**src/rtl/corr_pkg.sv**
```systemverilog
package corr_pkg;
  localparam int TAPS  = 4;
  localparam int CNT_W = $clog2(TAPS + 1);
  typedef logic [CNT_W-1:0] cnt_t;
endpackage

```
**src/rtl/corr_eq.sv**
```systemverilog
// Equality comparator of one tap: unit delay 3 in the timing model.
module corr_eq #(
  parameter int W = 8
) (
  input  logic [W-1:0] smp,
  input  logic [W-1:0] ref_val,
  output logic         hit
);
  assign hit = (smp == ref_val);
endmodule

```
**src/rtl/corr_add.sv**
```systemverilog
// Count adder node: unit delay 7 in the timing model.
module corr_add
  import corr_pkg::*;
(
  input  cnt_t a,
  input  cnt_t b,
  output cnt_t s
);
  assign s = a + b;
endmodule

```
**src/rtl/corr_ref_bank.sv**
```systemverilog
// Holds the reference slots; loads only while reset is high.
module corr_ref_bank
  import corr_pkg::*;
#(
  parameter int W = 8,
  localparam int RW = TAPS * W
) (
  input  logic          clk,
  input  logic          rst,
  input  logic [RW-1:0] ref_in,
  output logic [RW-1:0] ref_q
);
  always_ff @(posedge clk) begin
    if (rst) ref_q <= ref_in;
  end

  // stored references never move outside reset.
  a_r6_refs_frozen: assert property (@(posedge clk) disable iff (rst)
    !rst |=> $stable(ref_q));
endmodule

```
**src/rtl/corr_plain.sv**
```systemverilog
// Reference structure: shift line of four sample registers, then combinational
// comparators and a three-adder chain (oldest tap enters first), output register.
module corr_plain
  import corr_pkg::*;
#(
  parameter int W = 8,
  localparam int RW = TAPS * W
) (
  input  logic          clk,
  input  logic          rst,
  input  logic [W-1:0]  sample_in,
  input  logic [RW-1:0] refs,
  output cnt_t          cnt
);
  logic [W-1:0] line_q [TAPS];
  logic [TAPS-1:0] hit;
  cnt_t sum_e, sum_f, sum_g;

  always_ff @(posedge clk) begin
    if (rst) line_q[0] <= '0;
    else     line_q[0] <= sample_in;
  end

  for (genvar k = 1; k < TAPS; k++) begin : g_line
    always_ff @(posedge clk) begin
      if (rst) line_q[k] <= '0;
      else     line_q[k] <= line_q[k-1];
    end
  end

  for (genvar k = 0; k < TAPS; k++) begin : g_cmp
    corr_eq #(.W(W)) u_eq (
      .smp(line_q[k]), .ref_val(refs[k*W +: W]), .hit(hit[k])
    );
  end

  corr_add u_add_e (.a(cnt_t'(hit[3])), .b(cnt_t'(hit[2])), .s(sum_e));
  corr_add u_add_f (.a(sum_e),          .b(cnt_t'(hit[1])), .s(sum_f));
  corr_add u_add_g (.a(sum_f),          .b(cnt_t'(hit[0])), .s(sum_g));

  always_ff @(posedge clk) begin
    if (rst) cnt <= '0;
    else     cnt <= sum_g;
  end

  // a four-tap count never exceeds four.
  a_r5_plain_range: assert property (@(posedge clk) disable iff (rst)
    cnt <= cnt_t'(TAPS));
endmodule

```
**src/rtl/corr_retimed.sv**
```systemverilog
// Retimed structure. Lags: cmp a=-1 b=-1 c=-2 d=-2, adders e=-2 f=-1 g=0, host 0.
// Resulting registers: input->a 0, a->b 1, b->c 0, c->d 1, a->g 1, e->f 1, f->g 1,
// all other internal edges 0, plus the shared output register.
// Reset loads the state equivalent to a plain shift line full of zero samples.
module corr_retimed
  import corr_pkg::*;
#(
  parameter int W = 8,
  localparam int RW = TAPS * W
) (
  input  logic          clk,
  input  logic          rst,
  input  logic [W-1:0]  sample_in,
  input  logic [RW-1:0] refs,
  input  logic [RW-1:0] ref_boot,
  output cnt_t          cnt
);
  logic [W-1:0] sa_q;   // sample register on edge a->b
  logic [W-1:0] sc_q;   // sample register on edge c->d
  logic         ma_q;   // match register on edge a->g
  cnt_t         e_q;    // partial sum register on edge e->f
  cnt_t         f_q;    // partial sum register on edge f->g
  logic [W-1:0] tap_smp [TAPS];
  logic [TAPS-1:0] hit;
  logic [TAPS-1:0] boot_z;
  cnt_t sum_e, sum_f, sum_g;
  cnt_t boot_e, boot_f;

  assign tap_smp[0] = sample_in;
  assign tap_smp[1] = sa_q;
  assign tap_smp[2] = sa_q;
  assign tap_smp[3] = sc_q;

  for (genvar k = 0; k < TAPS; k++) begin : g_cmp
    corr_eq #(.W(W)) u_eq (
      .smp(tap_smp[k]), .ref_val(refs[k*W +: W]), .hit(hit[k])
    );
    assign boot_z[k] = (ref_boot[k*W +: W] == '0);
  end

  corr_add u_add_e (.a(cnt_t'(hit[3])), .b(cnt_t'(hit[2])), .s(sum_e));
  corr_add u_add_f (.a(e_q),            .b(cnt_t'(hit[1])), .s(sum_f));
  corr_add u_add_g (.a(f_q),            .b(cnt_t'(ma_q)),   .s(sum_g));

  assign boot_e = cnt_t'(boot_z[3]) + cnt_t'(boot_z[2]);
  assign boot_f = boot_e + cnt_t'(boot_z[1]);

  always_ff @(posedge clk) begin
    if (rst) begin
      sa_q <= '0;
      sc_q <= '0;
      ma_q <= boot_z[0];
      e_q  <= boot_e;
      f_q  <= boot_f;
      cnt  <= '0;
    end else begin
      sa_q <= sample_in;
      sc_q <= sa_q;
      ma_q <= hit[0];
      e_q  <= sum_e;
      f_q  <= sum_f;
      cnt  <= sum_g;
    end
  end

  // the relocated adder chain still never exceeds four.
  a_r5_retimed_range: assert property (@(posedge clk) disable iff (rst)
    cnt <= cnt_t'(TAPS));
endmodule

```
**src/rtl/corr_pair.sv**
```systemverilog
module corr_pair
  import corr_pkg::*;
#(
  parameter int W = 8,
  localparam int RW = TAPS * W
) (
  input  logic          clk,
  input  logic          rst,
  input  logic [W-1:0]  sample_in,
  input  logic [RW-1:0] ref_in,
  output logic [CNT_W-1:0] count_plain,
  output logic [CNT_W-1:0] count_retimed
);
  logic [RW-1:0] ref_q;

  corr_ref_bank #(.W(W)) u_bank (
    .clk(clk), .rst(rst), .ref_in(ref_in), .ref_q(ref_q)
  );

  corr_plain #(.W(W)) u_plain (
    .clk(clk), .rst(rst), .sample_in(sample_in), .refs(ref_q),
    .cnt(count_plain)
  );

  corr_retimed #(.W(W)) u_retimed (
    .clk(clk), .rst(rst), .sample_in(sample_in), .refs(ref_q),
    .ref_boot(ref_in), .cnt(count_retimed)
  );

  // both structures emit the same count every cycle out of reset.
  a_r4_versions_agree: assert property (@(posedge clk) disable iff (rst)
    count_plain == count_retimed);
endmodule

```
**config.mk**
```make
export PLATFORM = sky130hd
export DESIGN_NAME = corr_pair
export DESIGN_NICKNAME = d
export VERILOG_FILES = /design/src/rtl/corr_pkg.sv /design/src/rtl/corr_eq.sv /design/src/rtl/corr_add.sv /design/src/rtl/corr_ref_bank.sv /design/src/rtl/corr_plain.sv /design/src/rtl/corr_retimed.sv /design/src/rtl/corr_pair.sv
export SDC_FILE = /design/constraint.sdc
export NUM_CORES = 1
export LEC_CHECK = 0
export ABC_AREA = 1
export BUFFER_PORTS_ARGS = -buffer_cell sky130_fd_sc_hd__buf_2
export CAP_MARGIN = 20
export CORE_AREA = 2 2 81 83
export DETAILED_ROUTE_END_ITERATION = 8
export DIE_AREA = 0 0 83 85
export PLACE_DENSITY = 0.84
export SLEW_MARGIN = 5
export SYNTH_ARGS = -nofsm -noshare
export SYNTH_HDL_FRONTEND = slang
export SYNTH_SLANG_ARGS = --single-unit
```
**constraint.sdc**
```tcl
create_clock -name clk -period 2.45 [get_ports clk]
set_input_delay 0.245 -clock clk [delete_from_list [all_inputs] [get_ports clk]]
set_output_delay 0.245 -clock clk [all_outputs]
set_load 0.005 [all_outputs]
```
==> results of run 1 <==
==> area by class of cell <==
| cell class | count | area (sq um) |
|---|---|---|
| Tap cell | 77 | 96.3 |
| Fill cell | 509 | 2470 |
| Inverter | 48 | 180 |
| Sequential cell | 76 | 1840 |
| Multi-Input combinational cell | 185 | 1180 |
| Clock inverter | 2 | 35.0 |
| Clock buffer | 14 | 153 |
| Timing Repair Buffer | 49 | 250 |
==> path summary, 6_finish.rpt <==
check / cells past startpoint / to / from
worst max-delay path: 8 / u_plain.cnt[1]$_SDFF_PP0_ / u_bank.ref_q[30]$_DFFE_PP_
worst min-delay path: 1 / u_bank.ref_q[28]$_DFFE_PP_ / ref_in[28]
worst max register to register: 8 / u_plain.cnt[1]$_SDFF_PP0_ / u_bank.ref_q[30]$_DFFE_PP_
worst min register to register: 2 / u_plain.line_q[3][4]$_SDFF_PP0_ / u_plain.line_q[2][4]$_SDFF_PP0_
==> critical path: cells and delay by family (launching register included) <==
family | cells | cell delay [ps]
flip-flops | 1 | 420
adder cells (fa/ha/maj) | 3 | 940
buffers and inverters | 1 | 60
XOR/XNOR | 1 | 190
AND/OR/NAND/NOR | 3 | 310
==> cells by family after synthesis <==
logic type | after synthesis | synth area share [%]
buffers and inverters | 53 | 6.54
XOR/XNOR | 60 | 16.3
AND/OR/NAND/NOR | 110 | 14.5
AO/OA/AOI/OAI | 3 | 0.581
flip-flops | 76 | 57.0
adder cells (fa/ha/maj) | 12 | 5.11
==> stage by stage <==
stage / cell area (sq um) / instances / hold WS (ps)
3_5_place_dp: 3550 / 435 / 430
5_1_grt: 3730 / 451 / 69.9
4_1_cts: 3730 / 451 / 67.9
3_3_place_gp: 3550 / 435 / 435
2_1_floorplan: 3230 / 314 / 344
6_report: 3730 / 451 / 84.2
==> metal layers <==
layer | routed length (um) | share of wire (%)
met1 | 2480 | 43
met2 | 2850 | 49
met3 | 284 | 4.9
met4 | 176 | 3.0
met5 | 0 | 0
==> state kept, by name (all words and copies together), names as in the netlist <==
name and flops:
u_retimed.f_q 3, u_retimed.e_q 2, u_retimed.ma_q 1, u_plain.cnt 3
u_bank.ref_q 32, u_retimed.sc_q 8, u_retimed.cnt 3, u_plain.line_q 16
u_retimed.sa_q 8
==> where the power goes <==
| part | internal (mW) | switching (mW) | leakage (nW) |
|---|---|---|---|
| Sequential | 1.39 | 0.0609 | 0.672 |
| Combinational | 0.117 | 0.108 | 0.803 |
| Clock | 0.499 | 0.411 | 0.0947 |
| Total | 2.00 | 0.579 | 1.57 |
==> layout by cell type, fill, tap and decap left out <==
master     count
xor2_1         3
inv_2          1
clkbuf_8      10
nand2_1       26
buf_2         47
nor3_2         1
nor3_1         1
buf_4          2
nand3_1        3
clkinv_2       1
fa_1           2
or2_1          1
dfxtp_1       44
edfxtp_1      32
bufinv_16      1
xnor2_1       57
clkbuf_1       4
a21oi_2        1
nand4_1       17
ha_1          10
nor2_1        61
o21ai_0        2
inv_1         47
==> run_results.csv, run 1 <==
group,metric,value,unit
outcome,outcome,"finished, final reports clean",
timing,worst_slack,403,ps
placed_design,port-buffer-count,47,
timing,rsz0062_at_grt,"no",
floorplan,initial_core_util,52.1,%
synth,yosysTopAreaCell,"edfxtp_1",
critical_path,cpPeakStageDelay,420,ps
grt,grt_max_degree,40,
synth,synth.ff_latch_count,76,
cts,root_buffer,"clkbuf_8",
floorplan,pin_count,48,
drt,vias,2157,
synth,postSynthAreaPerCell,10.3,sq um
placed_design,place_worst_setup_slack,412,ps
timing,finalCritPeriodShare,83.5,%
critical_path,crit_type,"flop to flop",
synth,synth_edf_count,32,
floorplan,rows,29,
timing,slew_viol_final,0,
timing,max_freq,489,MHz
synth,async_flop_share,0,%
synth,synthTopCellsByCount,"nor2_1 (61), xnor2_1 (57), inv_1 (47), dfxtp_1 (44), edfxtp_1 (32)",
grt,use_met3,5.16,%
synth,yosysSeqAreaShare,57.0,%
drt,drcViolationCount,0,
timing,clock_skew,9.30,ps
grt,grt_util_met2,30.1,%
floorplan,die_h,85,um
finish,diodes,0,
cts,tritoncts,"yes",
critical_path,worstPathCellList,"xnor2_1 -> nand4_1 -> nor2_1 -> ha_1 -> fa_1 -> ha_1 -> inv_1 -> nor2_1",
grt,top_usage_layer,"met2",
grt,antenna_found_initial,0,
drt,drtIter0Drc,99,
synth,synth_area,3230,sq um
floorplan,die_area,7060,sq um
synth,synth_nets,368,
finish,final_nets,423,
synth,ys.flop_type,"dfxtp_1",
timing,slew_headroom,70.3,%
finish,area_growth,15.6,%
power,ir_drop,0.000394,V
cts,cts_resized,0,
synth,synth_top_area_share,29.7,%
critical_path,r2r_slack,400,ps
hold_path,min_path_type,"primary input to flop",
grt,grt_pass1_vias,2146,
power,power.density,691,nW/um^2
finish,final_util,60.2,%
placed_design,gp_congestion,0.846,
synth,postSynthCellCount,314,
cts,cts_max_path_buffers,2,
critical_path,worstSetupStartpointType,"flop",
power,total_power,2.58,mW
synth,ys_types,19,
cts,cts_hold_buf,0,
power,power.leakage,1.57,nW
cts,path_clk_slew,70,ps
timing,final.min_clock_period,2050,ps
finish,layout-drive-gt1-share,17.1,%
timing,tightest_slew,446,ps
cts,cts_setup_buffers,0,
placed_design,place_hpwl,4530,um
grt,grt_usage,17.6,%
timing,final_hold_viol_count,0,
critical_path,required,2680,ps
grt,overflow,0,
synth,yosys_warnings,0,
critical_path,arrival,2270,ps
grt,met1_usage,19.6,%
drt,antenna_left,0,
cts,insertion_delay,350,ps
critical_path,worst_path_max_delay_cell,"edfxtp_1",
cts,cts_made_buffers,9,
cts,cts_htree_levels,3,
drt,viasPerCell,4.78,
grt,grt_pass1_wl,9350,um
critical_path,crit_fanout,2,
floorplan,coreArea,6200,sq um
job,drv_cap,0,
drt,firstDrtPassIters,4,
cts,cts.sinks,76,
drt,routedWlPerCell,12.8,um
critical_path,endpoint_kind,"flop",
timing,setup_viol,0,
floorplan,die_w,83,um
drt,routed_wl,5790,um
synth,synth_area_leaders,"edfxtp_1 (30%), dfxtp_1 (27%), xnor2_1 (15%), nor2_1 (7.1%), inv_1 (5.5%)",
timing,fin_tns_setup,0,ps
synth,yosys.cell_count.top_type,"nor2_1",
(Power assumes the default switching activity.)
==> run 2, diff against run 1 <==
--- a/config.mk
+++ b/config.mk
@@ -8,9 +8,9 @@
 export ABC_AREA = 1
 export BUFFER_PORTS_ARGS = -buffer_cell sky130_fd_sc_hd__buf_2
 export CAP_MARGIN = 20
-export CORE_AREA = 2 2 81 83
+export CORE_AREA = 2 2 83 85
 export DETAILED_ROUTE_END_ITERATION = 8
-export DIE_AREA = 0 0 83 85
+export DIE_AREA = 0 0 85 87
 export PLACE_DENSITY = 0.84
 export SLEW_MARGIN = 5
 export SYNTH_ARGS = -nofsm -noshare
==> constraint.sdc (replaced) <==
create_clock -name clk -period 1.78 [get_ports clk]
set_input_delay 0.178 -clock clk [delete_from_list [all_inputs] [get_ports clk]]
set_output_delay 0.178 -clock clk [all_outputs]
set_load 0.005 [all_outputs]
==> run 2 against run 1 <==
First-iteration DRC count grew 2.0%. Clock power grew 64%. Global-route usage grew 0.57 points. Core utilization grew 2.3 points. The run now ends with negative setup slack left.
==> run_results.csv, run 2 (synthesized netlist as in run 1, its figures left out) <==
group,metric,value,unit
finish,largest_register_ffs,32,
floorplan,die_h,87,um
critical_path,worstSetupStartpointType,"flop",
finish,diodes,0,
hold_path,min_path_type,"primary input to flop",
finish,num-fill-cells,517,
finish,stdcell_count,486,
grt,grt_max_degree,47,
timing,fin_tns_setup,-291,ps
placed_design,port-buffer-count,47,
job,drv_cap,0,
outcome,outcome,"complete, but fails checks",
cts,path_clk_slew,80,ps
cts,cts_htree_levels,3,
critical_path,arrival,2220,ps
drt,drcViolationCount,0,
cts,cts_made_buffers,9,
grt,use_met3,5.88,%
drt,drtIter0Drc,101,
timing,final_hold_viol_count,0,
power,total_power,3.87,mW
floorplan,initial_core_util,49.2,%
placed_design,gp_congestion,0.836,
grt,grt_usage,18.2,%
timing,rsz0062_at_grt,"yes",
drt,firstDrtPassIters,4,
cts,cts_max_path_buffers,2,
timing,slew_headroom,80.6,%
cts,tritoncts,"yes",
drt,routed_wl,6340,um
drt,antenna_left,0,
grt,antenna_found_initial,0,
critical_path,cpPeakStageDelay,440,ps
floorplan,die_area,7400,sq um
placed_design,dpl.cell_count,457,
grt,overflow,0,
critical_path,worstPathCellList,"xnor2_1 -> nand4_1 -> nor2_2 -> ha_4 -> fa_2 -> ha_4 -> inv_2 -> nor2_1",
placed_design,place_hpwl,4810,um
floorplan,rows,30,
critical_path,critPathBufInv,1,
grt,grt_pass1_vias,2329,
power,power.density,942,nW/um^2
timing,worst_slack,-151,ps
drt,vias,2243,
finish,final_cell_mix,"nor2_1 (59), xnor2_1 (56), buf_2 (47)",
finish,layout-drive-gt1-share,24.1,%
timing,final.min_clock_period,1930,ps
critical_path,crit_type,"flop to flop",
critical_path,required,2070,ps
drt,viasPerCell,4.62,
critical_path,worst_path_max_delay_cell,"edfxtp_1",
timing,clock_skew,11.9,ps
timing,finalCritPeriodShare,108,%
cts,root_buffer,"clkbuf_8",
outcome,violations,"negative setup slack",
finish,multi_input_area,1220,sq um
critical_path,cpMostUsedCell,"ha_4",
timing,worst_hold_slack,16.0,ps
timing,tightest_slew,290,ps
floorplan,pin_count,48,
finish,largest_register,"u_bank.ref_q",
floorplan,coreArea,6570,sq um
drt,routedWlPerCell,13.0,um
grt,grt_util_met2,31.6,%
finish,reg_top3,"u_bank.ref_q (32), u_plain.line_q (16)",
timing,slew_viol_final,0,
critical_path,crit_family,"adder cells",
finish,final_common_cell,"nor2_1",
timing,max_freq,518,MHz
grt,met1_usage,20.7,%
grt,top_usage_layer,"met2",
floorplan,die_w,85,um
cts,cts.sinks,76,
cts,insertion_delay,350,ps
critical_path,endpoint_kind,"flop",
finish,final_nets,455,
power,ir_drop,0.000558,V
timing,setup_viol,3,
power,power.leakage,1.75,nW
finish,regArea,1840,sq um
critical_path,crit_fanout,2,
grt,grt_pass1_wl,10100,um
finish,area_growth,27.1,%
## run 2: final timing paths
check	startpoint	to	cells past startpoint	slack (ps)
worst max register to register	u_bank.ref_q[23]$_DFFE_PP_	u_plain.cnt[1]$_SDFF_PP0_	8	-150
worst min-delay path	ref_in[2]	u_bank.ref_q[2]$_DFFE_PP_	1	20
worst min register to register	u_plain.line_q[2][0]$_SDFF_PP0_	u_plain.line_q[3][0]$_SDFF_PP0_	2	450
worst max-delay path	u_bank.ref_q[23]$_DFFE_PP_	u_plain.cnt[1]$_SDFF_PP0_	8	-150
## run 2: layout make-up
type / instances / share of cell area [%]
Sequential cell: 76 / 44.8
Multi-Input combinational cell: 185 / 29.7
Timing Repair Buffer: 81 / 12.9
Clock buffer: 12 / 4.57
Inverter: 48 / 4.39
Tap cell: 80 / 2.44
Clock inverter: 4 / 1.25
## run 2: where the power goes
part           switching, mW  internal, mW  leakage [nW]
Clock                  0.634         0.856         0.119
Sequential            0.0755          1.91         0.672
Combinational          0.175         0.222         0.955
## run 2: per-stage QoR
stage	setup WS, ps	area (sq um)	utilization (%)
floorplan	18.6	3230	-
global placement	-103	3710	56.5
detailed placement	-159	3710	56.5
CTS	-144	4040	61.4
global route	-226	4110	62.5
finish	-151	4110	62.5
## run 2: repair_timing
| action | 4_1_cts | 5_1_grt |
|---|---|---|
| endpoints found under the hold margin | 5 | 5 |
| setup buffers | 3 | 0 |
| gates cloned | 0 | 0 |
| pin swaps | 3 | 6 |
| setup endpoints to repair | 3 | 3 |
| gates resized for setup | 5 | 3 |
| hold buffers | 5 | 5 |
## run 2: worst reg2reg max path: stages (launching register included)
cell      delay [ps]
edfxtp_1         440
xnor2_1          190
nand4_1          120
nor2_2           170
ha_4             220
fa_2             360
ha_4             280
inv_2             20
nor2_1            70
## run 2: metal layers
metal | part of all wire, % | vias up
li1 | - | 1156
met4 | 2.9 | 0
met5 | 0 | -
met2 | 49 | 49
met1 | 43 | 1026
met3 | 4.3 | 12
==> run 3, diff against run 2 <==
--- a/config.mk
+++ b/config.mk
@@ -8,10 +8,11 @@
 export ABC_AREA = 1
 export BUFFER_PORTS_ARGS = -buffer_cell sky130_fd_sc_hd__buf_2
 export CAP_MARGIN = 20
-export CORE_AREA = 2 2 83 85
+export CORE_AREA = 2 2 82 84
+export CTS_BUF_LIST = sky130_fd_sc_hd__clkbuf_8
 export DETAILED_ROUTE_END_ITERATION = 8
-export DIE_AREA = 0 0 85 87
-export PLACE_DENSITY = 0.84
+export DIE_AREA = 0 0 84 86
+export PLACE_DENSITY = 0.86
 export SLEW_MARGIN = 5
 export SYNTH_ARGS = -nofsm -noshare
 export SYNTH_HDL_FRONTEND = slang
==> run 3 against run 2 <==
The flow still finishes with violations (negative setup slack). Via count unchanged. Global-route usage increased by 0.84 points. Maximum frequency decreased by 1.8%. Critical path type unchanged. Largest power group unchanged.
==> run_results.csv, run 3 (synthesized netlist as in run 1, its figures left out) <==
group,metric,value,unit
outcome,outcome,"complete, but fails checks",
outcome,violations,"negative setup slack",
drt,drcViolationCount,0,
finish,num-fill-cells,501,
floorplan,die_w,84,um
finish,regArea,1840,sq um
power,power.share.sequential,54.4,%
drt,routed_wl,6490,um
hold_path,min_path_type,"primary input to flop",
critical_path,arrival,2260,ps
timing,max_freq,508,MHz
grt,grt_util_met2,33.5,%
placed_design,dpl.cell_count,455,
timing,worst_slack,-187,ps
critical_path,crit_type,"flop to flop",
critical_path,worstReg2RegStart,"u_bank.ref_q[22]$_DFFE_PP_",
hold_path,hp-start,"ref_in[2]",
cts,cts_made_buffers,9,
power,ir_drop,0.000477,V
grt,use_met3,5.39,%
finish,reg_top3,"u_bank.ref_q (32), u_plain.line_q (16)",
grt,met1_usage,20.6,%
timing,finalCritPeriodShare,110,%
timing,tightest_slew,482,ps
timing,final.min_clock_period,1970,ps
finish,final_cell_mix,"nor2_1 (59), xnor2_1 (55), inv_1 (47), buf_2 (47), dfxtp_1 (44)",
floorplan,die_h,86,um
cts,cts.sinks,76,
critical_path,endpoint_kind,"flop",
floorplan,initial_core_util,51.5,%
grt,grt_max_degree,33,
critical_path,worstSetupStartpointType,"flop",
timing,final_hold_viol_count,0,
critical_path,required,2070,ps
finish,final_common_cell,"nor2_1",
job,drv_cap,0,
placed_design,place_hpwl,4880,um
grt,antenna_found_initial,0,
cts,tritoncts,"yes",
placed_design,gp_congestion,0.848,
finish,design_area,4010,sq um
power,p_int,2.80,mW
finish,diodes,0,
drt,antenna_left,0,
placed_design,place_worst_setup_slack,-171,ps
drt,viasPerCell,4.70,
timing,setup_viol,3,
power,power_frac_comb,10.8,%
finish,stdcell_count,477,
power,switching_share,23.2,%
cts,path_clk_slew,80,ps
critical_path,setup.worst_path.start,"u_bank.ref_q[22]$_DFFE_PP_",
power,p_sw,0.847,mW
timing,slew_headroom,67.9,%
drt,routedWlPerCell,13.6,um
power,power.density,910,nW/um^2
cts,root_buffer,"clkbuf_8",
grt,grt_usage,19.0,%
timing,rsz0062_at_grt,"yes",
power,power.leakage,1.72,nW
finish,final_nets,449,
critical_path,crit_fanout,2,
drt,drtIter0Drc,122,
power,total_power,3.65,mW
floorplan,coreArea,6280,sq um
grt,grt_pass1_vias,2263,
finish,largest_register_ffs,32,
grt,overflow,0,
floorplan,rows,29,
finish,area_growth,24.0,%
finish,layout-drive-gt1-share,24.0,%
grt,top_usage_layer,"met2",
placed_design,port-buffer-count,47,
cts,insertion_delay,350,ps
timing,slew_viol_final,0,
grt,grt_pass1_wl,10200,um
drt,vias,2243,
cts,cts_htree_levels,3,
floorplan,pin_count,48,
floorplan,die_area,7220,sq um
finish,multi_input_area,1210,sq um
drt,firstDrtPassIters,4,
timing,worst_hold_slack,15.3,ps
placed_design,placed_area,3720,sq um
power,clock_power_share,34.8,%
cts,cts_max_path_buffers,2,
timing,clock_skew,9.69,ps
finish,largest_register,"u_bank.ref_q",
[run 3: repair_timing]
item	in CTS	in global routing
pin swaps	2	1
resized for setup	4	5
setup buffers	1	1
cloned	0	0
endpoints found under the setup margin	3	3
endpoints found under the hold margin	4	0
hold buffers	4	0
[run 3: area by class of cell]
class	instances	area share, %
Inverter	48	4.50
Clock inverter	6	1.44
Tap cell	77	2.40
Clock buffer	10	3.43
Timing Repair Buffer	75	12.0
Multi-Input combinational cell	185	30.3
Sequential cell	76	46.0
[run 3: worst max-delay path, cell delays in order, from the launching register on]
cell and delay, ps:
edfxtp_1 440, xnor2_2 170, nand4_1 140, nor2_2 150, ha_1 250, fa_2 380, ha_4 290, inv_2 20
nor2_1 60
[run 3: metal layers]
metal | part of all wire (%) | vias to the layer above
met4 | 2.0 | 0
met1 | 41 | 1024
li1 | - | 1146
met5 | 0 | -
met2 | 52 | 63
met3 | 5.6 | 10
[run 3: path summary, 6_finish.rpt]
| kind | to | slack (ps) | cells past startpoint |
|---|---|---|---|
| max | u_plain.cnt[1]$_SDFF_PP0_ | -190 | 8 |
| min | u_bank.ref_q[2]$_DFFE_PP_ | 20 | 1 |
| max reg2reg | u_plain.cnt[1]$_SDFF_PP0_ | -190 | 8 |
| min reg2reg | u_plain.line_q[3][3]$_SDFF_PP0_ | 460 | 2 |
[run 3: power by group through the flow]
stage	Clock, mW	Combinational [mW]	Sequential [mW]
after global placement	0	0.362	2.02
after CTS	1.29	0.390	1.98
after detailed placement	0	0.376	2.02
after floorplan	0	0.201	2.01
final	1.27	0.393	1.98
after global routing	1.37	0.430	1.99
[run 3: stage by stage]
step	util, %	TNS [ps]
after floorplan	-	0
after global placement	59.3	-80.9
after detailed placement	59.3	-308
after CTS	63.5	-368
after global routing	63.8	-600
final	63.8	-373
